[config.mk]
export PLATFORM = sky130hd
export DESIGN_NAME = iaddr_sequencer
export DESIGN_NICKNAME = d
export VERILOG_FILES = /design/src/rtl/iaddr_pkg.sv /design/src/rtl/iaddr_digit.sv /design/src/rtl/iaddr_tmp.sv /design/src/rtl/iaddr_branch_ctl.sv /design/src/rtl/iaddr_sequencer.sv
export SDC_FILE = /design/constraint.sdc
export NUM_CORES = 1
export LEC_CHECK = 0
export ABC_AREA = 1
export ABC_CLOCK_PERIOD_IN_PS = 1600
export CAP_MARGIN = 20
export CORE_MARGIN = 10
export CORE_UTILIZATION = 37
export DETAILED_ROUTE_END_ITERATION = 10
export GPL_TIMING_DRIVEN = 1
export PLACE_DENSITY_LB_ADDON = 0.05
export SYNTH_ARGS = -nofsm -noshare
export SYNTH_HDL_FRONTEND = slang
export SYNTH_SLANG_ARGS = --single-unit
[constraint.sdc]
create_clock -name clk -period 1.6 [get_ports clk]
set_input_delay 0.32 -clock clk [delete_from_list [all_inputs] [get_ports clk]]
set_output_delay 0.32 -clock clk [all_outputs]
set_load 0.005 [all_outputs]
[src/rtl/iaddr_pkg.sv]
package iaddr_pkg;
  typedef enum logic [1:0] {
    OPC_OTHER = 2'b00,
    OPC_JUMP  = 2'b01,
    OPC_CALL  = 2'b10,
    OPC_RET   = 2'b11
  } op_class_e;

  typedef enum logic [1:0] {
    SRC_HL    = 2'b00,
    SRC_TEMP  = 2'b01,
    SRC_STACK = 2'b10
  } src_sel_e;
endpackage

[src/rtl/iaddr_digit.sv]
module iaddr_digit #(
  parameter int W = 4
) (
  input  logic         clk,
  input  logic         rst_n,
  input  logic         ld_i,
  input  logic [W-1:0] ld_val_i,
  input  logic         cin_i,
  output logic [W-1:0] q_o,
  output logic         cout_o
);
  logic [W-1:0] q_r, q_n;

  always_comb begin
    q_n = q_r;
    if (ld_i)       q_n = ld_val_i;
    else if (cin_i) q_n = q_r + W'(1);
  end

  always_ff @(posedge clk or negedge rst_n) begin
    if (!rst_n) q_r <= '0;
    else        q_r <= q_n;
  end

  assign q_o    = q_r;
  assign cout_o = cin_i & (&q_r);
endmodule

[src/rtl/iaddr_tmp.sv]
module iaddr_tmp (
  input  logic        clk,
  input  logic        rst_n,
  input  logic        en_i,
  input  logic        lo_stb_i,
  input  logic        hi_stb_i,
  input  logic [7:0]  byte_i,
  output logic [15:0] addr_o
);
  logic [7:0] lo_r, hi_r, lo_n, hi_n;

  always_comb begin
    lo_n = lo_r;
    hi_n = hi_r;
    if (en_i && lo_stb_i) lo_n = byte_i;
    if (en_i && hi_stb_i) hi_n = byte_i;
  end

  always_ff @(posedge clk or negedge rst_n) begin
    if (!rst_n) begin
      lo_r <= '0;
      hi_r <= '0;
    end else begin
      lo_r <= lo_n;
      hi_r <= hi_n;
    end
  end

  assign addr_o = {hi_r, lo_r};
endmodule

[src/rtl/iaddr_branch_ctl.sv]
module iaddr_branch_ctl
  import iaddr_pkg::*;
(
  input  logic       exec_i,
  input  logic [1:0] op_class_i,
  input  logic       cond_i,
  input  logic       carry_i,
  output src_sel_e   sel_o,
  output logic       tmp_en_o,
  output logic       load_o,
  output logic       push_o,
  output logic       pop_o
);
  op_class_e cls;
  logic      taken;

  assign cls = op_class_e'(op_class_i);

  always_comb begin
    sel_o    = SRC_HL;
    tmp_en_o = 1'b0;
    taken    = 1'b0;
    unique case (cls)
      OPC_JUMP: begin
        sel_o    = SRC_TEMP;
        tmp_en_o = 1'b1;
        taken    = !cond_i || !carry_i;
      end
      OPC_CALL: begin
        sel_o    = SRC_TEMP;
        tmp_en_o = 1'b1;
        taken    = 1'b1;
      end
      OPC_RET: begin
        sel_o = SRC_STACK;
        taken = 1'b1;
      end
      default: begin
        sel_o = SRC_HL;
        taken = 1'b0;
      end
    endcase
  end

  assign load_o = exec_i && taken;
  assign push_o = exec_i && (cls == OPC_CALL);
  assign pop_o  = exec_i && (cls == OPC_RET);
endmodule

[src/rtl/iaddr_sequencer.sv]
module iaddr_sequencer
  import iaddr_pkg::*;
#(
  parameter int ADDR_W = 14
) (
  input  logic              clk,
  input  logic              rst_n,
  input  logic              step_i,
  input  logic              exec_i,
  input  logic [1:0]        op_class_i,
  input  logic              cond_i,
  input  logic              carry_i,
  input  logic              lo_stb_i,
  input  logic              hi_stb_i,
  input  logic [7:0]        imm_byte_i,
  input  logic [7:0]        h_reg_i,
  input  logic [7:0]        l_reg_i,
  input  logic [ADDR_W-1:0] stack_top_i,
  output logic [ADDR_W-1:0] pc_o,
  output logic [ADDR_W-1:0] src_addr_o,
  output logic              push_o,
  output logic [ADDR_W-1:0] push_addr_o,
  output logic              pop_o
);
  localparam int NDIG = (ADDR_W + 3) / 4;

  src_sel_e          sel;
  logic              tmp_en, load;
  logic [15:0]       tmp_full;
  logic [ADDR_W-1:0] tmp_addr, hl_addr, mux_addr;
  logic [NDIG:0]     chain;

  iaddr_branch_ctl u_ctl (
    .exec_i     (exec_i),
    .op_class_i (op_class_i),
    .cond_i     (cond_i),
    .carry_i    (carry_i),
    .sel_o      (sel),
    .tmp_en_o   (tmp_en),
    .load_o     (load),
    .push_o     (push_o),
    .pop_o      (pop_o)
  );

  iaddr_tmp u_tmp (
    .clk      (clk),
    .rst_n    (rst_n),
    .en_i     (tmp_en),
    .lo_stb_i (lo_stb_i),
    .hi_stb_i (hi_stb_i),
    .byte_i   (imm_byte_i),
    .addr_o   (tmp_full)
  );

  assign tmp_addr = tmp_full[ADDR_W-1:0];
  assign hl_addr  = {h_reg_i, l_reg_i}[ADDR_W-1:0];

  always_comb begin
    unique case (sel)
      SRC_TEMP:  mux_addr = tmp_addr;
      SRC_STACK: mux_addr = stack_top_i;
      default:   mux_addr = hl_addr;
    endcase
  end

  assign chain[0] = step_i & ~load;

  for (genvar g = 0; g < NDIG; g++) begin : g_dig
    localparam int USED = ((ADDR_W - 4*g) >= 4) ? 4 : (ADDR_W - 4*g);
    iaddr_digit #(.W(USED)) u_dig (
      .clk      (clk),
      .rst_n    (rst_n),
      .ld_i     (load),
      .ld_val_i (mux_addr[4*g +: USED]),
      .cin_i    (chain[g]),
      .q_o      (pc_o[4*g +: USED]),
      .cout_o   (chain[g+1])
    );
  end

  assign src_addr_o  = mux_addr;
  assign push_addr_o = pc_o;
endmodule

Word level (Yosys, flattened, before mapping) --
Index checks and enable logic that the tools add are counted.
Storage, ports and cells: bits in latches 0, memories 0, bits in registers 28, ROM bits 0, logic and storage cells 49, output and inout bits 44, bits of input ports 48, bits in writable memories 0
Operators by class: eq/ne operators 5, divide/modulo/power cells 0, $add $sub $neg 4, magnitude comparators 0, bitwise operators 5, multiplexer cells 12, multipliers 0, reduce and logical (&&, ||, !) cells 17, shift-type cells 0
Operator list (number):
- one-hot mux 14 bit (2 select lines) | 1
- two-way mux 4 bit | 6
- adder 4 x 1 -> 4 bit (second input constant) | 3
- AND reduction 4 bit | 3
- nonzero test 2 bit | 4
- == test 2 bit (second input constant) | 3
- logical AND 1 bit | 5
- AND 1 bit | 4
- == test 2 x 1 -> 1 bit (second input constant) | 2
- two-way mux 2 bit | 2
- one-hot mux 2 bit (2 select lines) | 1
- OR reduction 2 bit | 2
- adder 2 x 1 -> 2 bit (second input constant) | 1
- logical NOT 1 bit | 2
- one-hot mux 1 bit (2 select lines) | 1
- logical OR 1 bit | 1
- two-way mux 1 bit | 1
- inverter 1 bit | 1

Logic depth before layout (Yosys ltp) --
word-level depth 11, depth in mapped cells 11, gate-level depth less buffers 10

By module --
From an unflattened synthesis, not the netlist that was laid out.
Second synthesis, totals: cell total of the unflattened synthesis 298, area total of the unflattened synthesis 2055.7 sq um
Modules (own cells, without submodules):
- iaddr_digit (g_dig[0].u_dig ...) | area each 229.0 sq um, seq. area each 100.1 sq um, instances 3, cells an instance 29
- iaddr_tmp | area each 645.6 sq um, seq. area each 400.4 sq um, instances 1, cells an instance 70
- iaddr_sequencer | area each 501.7 sq um, seq. area each 0.0 sq um, instances 1, cells an instance 109
- iaddr_digit (g_dig[3].u_dig) | area each 117.6 sq um, seq. area each 50.0 sq um, instances 1, cells an instance 15
- iaddr_branch_ctl | area each 103.8 sq um, seq. area each 0.0 sq um, instances 1, cells an instance 17

Worst setup path after synthesis --
OpenSTA, ideal clock, no wires.
path kind input -> output, from input op_class_i[0], to output src_addr_o[2], buffers on the path 2, required time 1280 ps, path slack -76 ps, stages on the path 7, arrival time 1356 ps, cells stage by stage inv_1 -> ha_1 -> buf_2 -> buf_4 -> a22o_1 -> o21ai_0 -> inv_1
Between the ends: cells in the longest elaborated chain, start to end 5, elaborated cells on any way between the ends 8, those cells by class eq/ne: 5; mux: 2; reduce/logical: 1
Ends and longest elaborated chain:
- start: declaration | line iaddr_sequencer.sv:10 | input logic [1:0] op_class_i,
- == test 2 x 1 -> 1 bit or == test 2 bit (tied branches) | line iaddr_branch_ctl.sv:23 | unique case (cls)
- OR reduction 2 bit (no source line)
- one-hot mux 2 bit (2 select lines) (*) | line iaddr_branch_ctl.sv:23
- == test 2 bit or == test 2 x 1 -> 1 bit (tied branches) | line iaddr_sequencer.sv:59 | unique case (sel)
- one-hot mux 14 bit (2 select lines) (*) | line iaddr_sequencer.sv:59
- end: declaration | line iaddr_sequencer.sv:20 | output logic [ADDR_W-1:0] src_addr_o,
Mark *: on every way between the ends. The rest lies on a longest branch, timed or not.

Worst setup path after layout --
from input op_class_i[1], to output src_addr_o[2]
The elaborated chain is that of the path after synthesis.

==> summary.md <==
| Metric | Value |
|---|---|
| Endpoints failing setup | 1 |
| PwrDens | 1000 nW/um2 |
| Outcome | complete, but fails checks |
| Min cycle time layout | 1.67 ns |
| YS warnings | 0 |
| Chip height | 92.3 um |
| #FFs+latches synth | 28 |
| Nets | 437 |
| Layout cells sized above 1 | 33.7% |
| Clk_skew | 0.00365 ns |
| Critical R2R Launch | g_dig[0].u_dig.q_o[0]$_DFFE_PN0P_ |
| ANT nets after route | 0 |
| Final hold slack | 0.418 ns |
| Total CTS buffers | 3 |
| Clock root buffer | clkbuf_8 |
| Initial DRC Count | 63 |
| Final hold violations | 0 |
| Crit path kind | input pin to primary output |
| Post-DP HPWL | 5320 um |
| Syn avg cell area | 7.56 um2 |
| Placed cell area | 3060 um2 |
| Core area | 5070 um2 |
| Via count | 2072 |
| Final Instance Area | 3400 um2 |
| Post-route core utilization | 67.0% |
| GP Congestion | 0.863 |
| Failing checks | negative setup slack |
| Distinct cells, synth | 31 |
| Row count | 26 |
| CTS Hold Buffers Added | 0 |
| Slowest CP cell | ha_4 |
| Input/output buffers | 89 |
| Initial DRT Pass Iterations | 4 |
| Mapped Nets | 312 |
| Worst-path fanout max | 8 |
| Post-synthesis sequential area ratio | 36.2% |
| Clock Path Buffers | 2 |
| R2R Path End | g_dig[2].u_dig.q_o[2]$_DFFE_PN0P_ |
| Worst IR drop on VDD | 0.494 mV |
| Vias per Instance | 4.60 |
| Setup crit start | op_class_i[1] |
| R2r setup slk | 0.14 ns |
| Area added between synthesis and finish | 75.6% |
| Worst Tran Pin Value | 0.376 ns |
| Number of global-route vias before repair | 2241 |
| WP buf/inv | 5 |
| Crit path required time | 1.28 ns |
| Slowest stage delay, CP | 0.20 ns |
| Max-Cap Viols | 0 |
| Lkg Pwr | 1.67 nW |
| Depth of the CTS H-tree | 1 |
| Crit share post-route | 104% |
| Max_slew headroom | 75.0% |
| Final worst slack | -0.0667 ns |
| Mapped cell area | 1940 um2 |
| Sinks on Clock Net | 28 |
| Routed WL per cell | 14.8 um |
| Initial antenna violation count | 0 |
| Clock-pin slew on the worst setup and hold paths | 0.10 ns |
| Io pins | 92 |
| Kind of cell with the highest combined delay on the critical path | buffers and inverters |
| Main area contributors after synthesis | dfrtp_1 (36%), nand2_1 (17%), buf_4 (6.6%), a21oi_1 (5.4%), ha_1 (5.2%) |
| Leading area contributor after synthesis | dfrtp_1 |
| Post-synth top area share | 36.2% |
| Mapped Cells | 256 |
| GRT overflow | 0 |
| R2R cell count | 7 |
| CP arrival | 1.35 ns |
| Slew Viols, Final | 0 |
| Clock insertion delay at the later pin of the skew report | 0.27 ns |
| First-pass GRT wire length | 11200 um |
| Global-route usage over all layers | 15.9% |
| Diode count | 0 |
| Total power | 3.41 mW |
| Fill count | 454 |
| Max Clk Rate | 600 MHz |
| Largest net degree at the start of global routing | 29 |
| TritonCTS clock tree | yes |
| DR DRC count | 0 |
| Starting Density | 38.1% |
| Die Area | 8520 um2 |
| Crit path launch type | input pin |
| RSZ-0062 raised after global routing | true |
| Final WL | 6680 um |
| Die width | 92.3 um |
| Worst hold path type | input pin to asynchronous set/reset pin |
| Worst path cell trace | buf_8 -> inv_4 -> ha_4 -> buf_6 -> a22o_1 -> o21ai_2 -> inv_1 -> buf_2 |
| Element type at the critical path end | primary output |
-- synth_stat cells --
| library cell | count |
|---|---|
| nand4_1 | 1 |
| nor2_4 | 1 |
| o211ai_1 | 4 |
| o21ai_0 | 17 |
| dfrtp_1 | 28 |
| a22o_1 | 1 |
| or2_2 | 1 |
| inv_4 | 1 |
| nand2_1 | 86 |
| xnor2_1 | 1 |
| ha_1 | 8 |
| o21ai_1 | 3 |
| buf_4 | 17 |
| a21oi_4 | 1 |
| mux2i_1 | 1 |
| or2_0 | 1 |
| buf_6 | 4 |
| buf_2 | 3 |
| inv_1 | 17 |
| nand2_4 | 1 |
| a21oi_2 | 1 |
| o21ai_2 | 2 |
| xor2_1 | 5 |
| nand2_2 | 1 |
| inv_2 | 1 |
| mux2_2 | 2 |
| o31ai_2 | 1 |
| nand3_1 | 10 |
| nand3_2 | 2 |
| a21oi_1 | 21 |
| nor2_1 | 13 |
-- cell usage in the layout (no fill, tap or decap), drive strengths merged, types with 5 or more instances in the layout --
master,netlist,routed
a21oi,23,23
buf,24,70
clkbuf,0,5
clkdlybuf4s50,0,61
dfrtp,28,28
dlymetal6s2s,0,8
ha,8,8
inv,19,19
nand2,88,88
nand3,12,12
nor2,14,14
o21ai,22,22
xor2,5,5
-- kinds of logic (layout without fill, tap and decap cells) --
family / Yosys count / in the layout / synth area share (%)
muxes: 3 / 3 / 1.68
adders and majority gates: 8 / 8 / 5.17
and+or+nand+nor: 117 / 117 / 25.3
DFF: 28 / 28 / 36.2
xor gates and xnor gates: 6 / 6 / 2.71
buffers and inverters: 43 / 167 / 13.5
AOI/OAI and AO/OA: 51 / 51 / 15.4
-- final cells by class --
cell class	instances	area [um2]	share of cell area (%)
sequential	28	708	20.8
tap	70	87.6	2.58
inverter	19	78.8	2.32
clock buffer	4	55.1	1.62
timing repair buffer	144	1300	38.2
multi-input combinational	185	1170	34.4
-- worst reg2reg max path, stage by stage (launching register included) --
cell and delay (ns):
dfrtp_1 0.37, buf_4 0.11, ha_1 0.17, nand3_2 0.16, o31ai_4 0.29, buf_6 0.18, nand2_1 0.06, o21ai_1 0.06
-- sequential cells by signal (all words and copies together), names as in the netlist --
name,flops
u_tmp.lo_r,8
g_dig.u_dig.q_o,14
u_tmp.hi_r,6
-- power by group --
group | switching (mW) | internal (mW) | total [mW]
registers | 0.189 | 0.919 | 1.11
clock network | 0.231 | 0.220 | 0.451
logic | 0.737 | 1.11 | 1.85
-- routing by layer --
layer  global-route usage [%]  vias to the layer above  share of wire [%]
li1                         -                     1060                  -
met1                     18.2                      949                 43
met5                        0                        -                  0
met3                     3.87                        8                4.8
met4                     4.11                        0                1.6
met2                     28.8                       55                 50
-- how the worst max path moves through the flow --
stage / slack (ns) / to / cells past startpoint
2_1_floorplan: 0.008 / src_addr_o[2] / 7
3_3_place_gp: -0.95 / src_addr_o[2] / 8
3_5_place_dp: -0.96 / src_addr_o[2] / 8
4_1_cts: -0.06 / src_addr_o[2] / 8
5_1_grt: -0.13 / src_addr_o[2] / 8
6_report: -0.07 / src_addr_o[2] / 8
-- what timing repair did --
action                                  CTS  global route
buffers inserted                          9             7
gates cloned                              0             0
resized for setup                       110            28
endpoints found under the setup margin   40            36
pin swaps                                18             8
-- stage by stage --
stage / setup WS, ns / cells / TNS [ns]
floorplan: 0.00811 / 256 / 0
global route: -0.131 / 450 / -0.237
CTS: -0.0593 / 443 / -0.0817
finish: -0.0667 / 450 / -0.0667
global placement: -0.953 / 432 / -23.56
detailed placement: -0.959 / 432 / -24.61
Power figures use the tool's default switching activity.
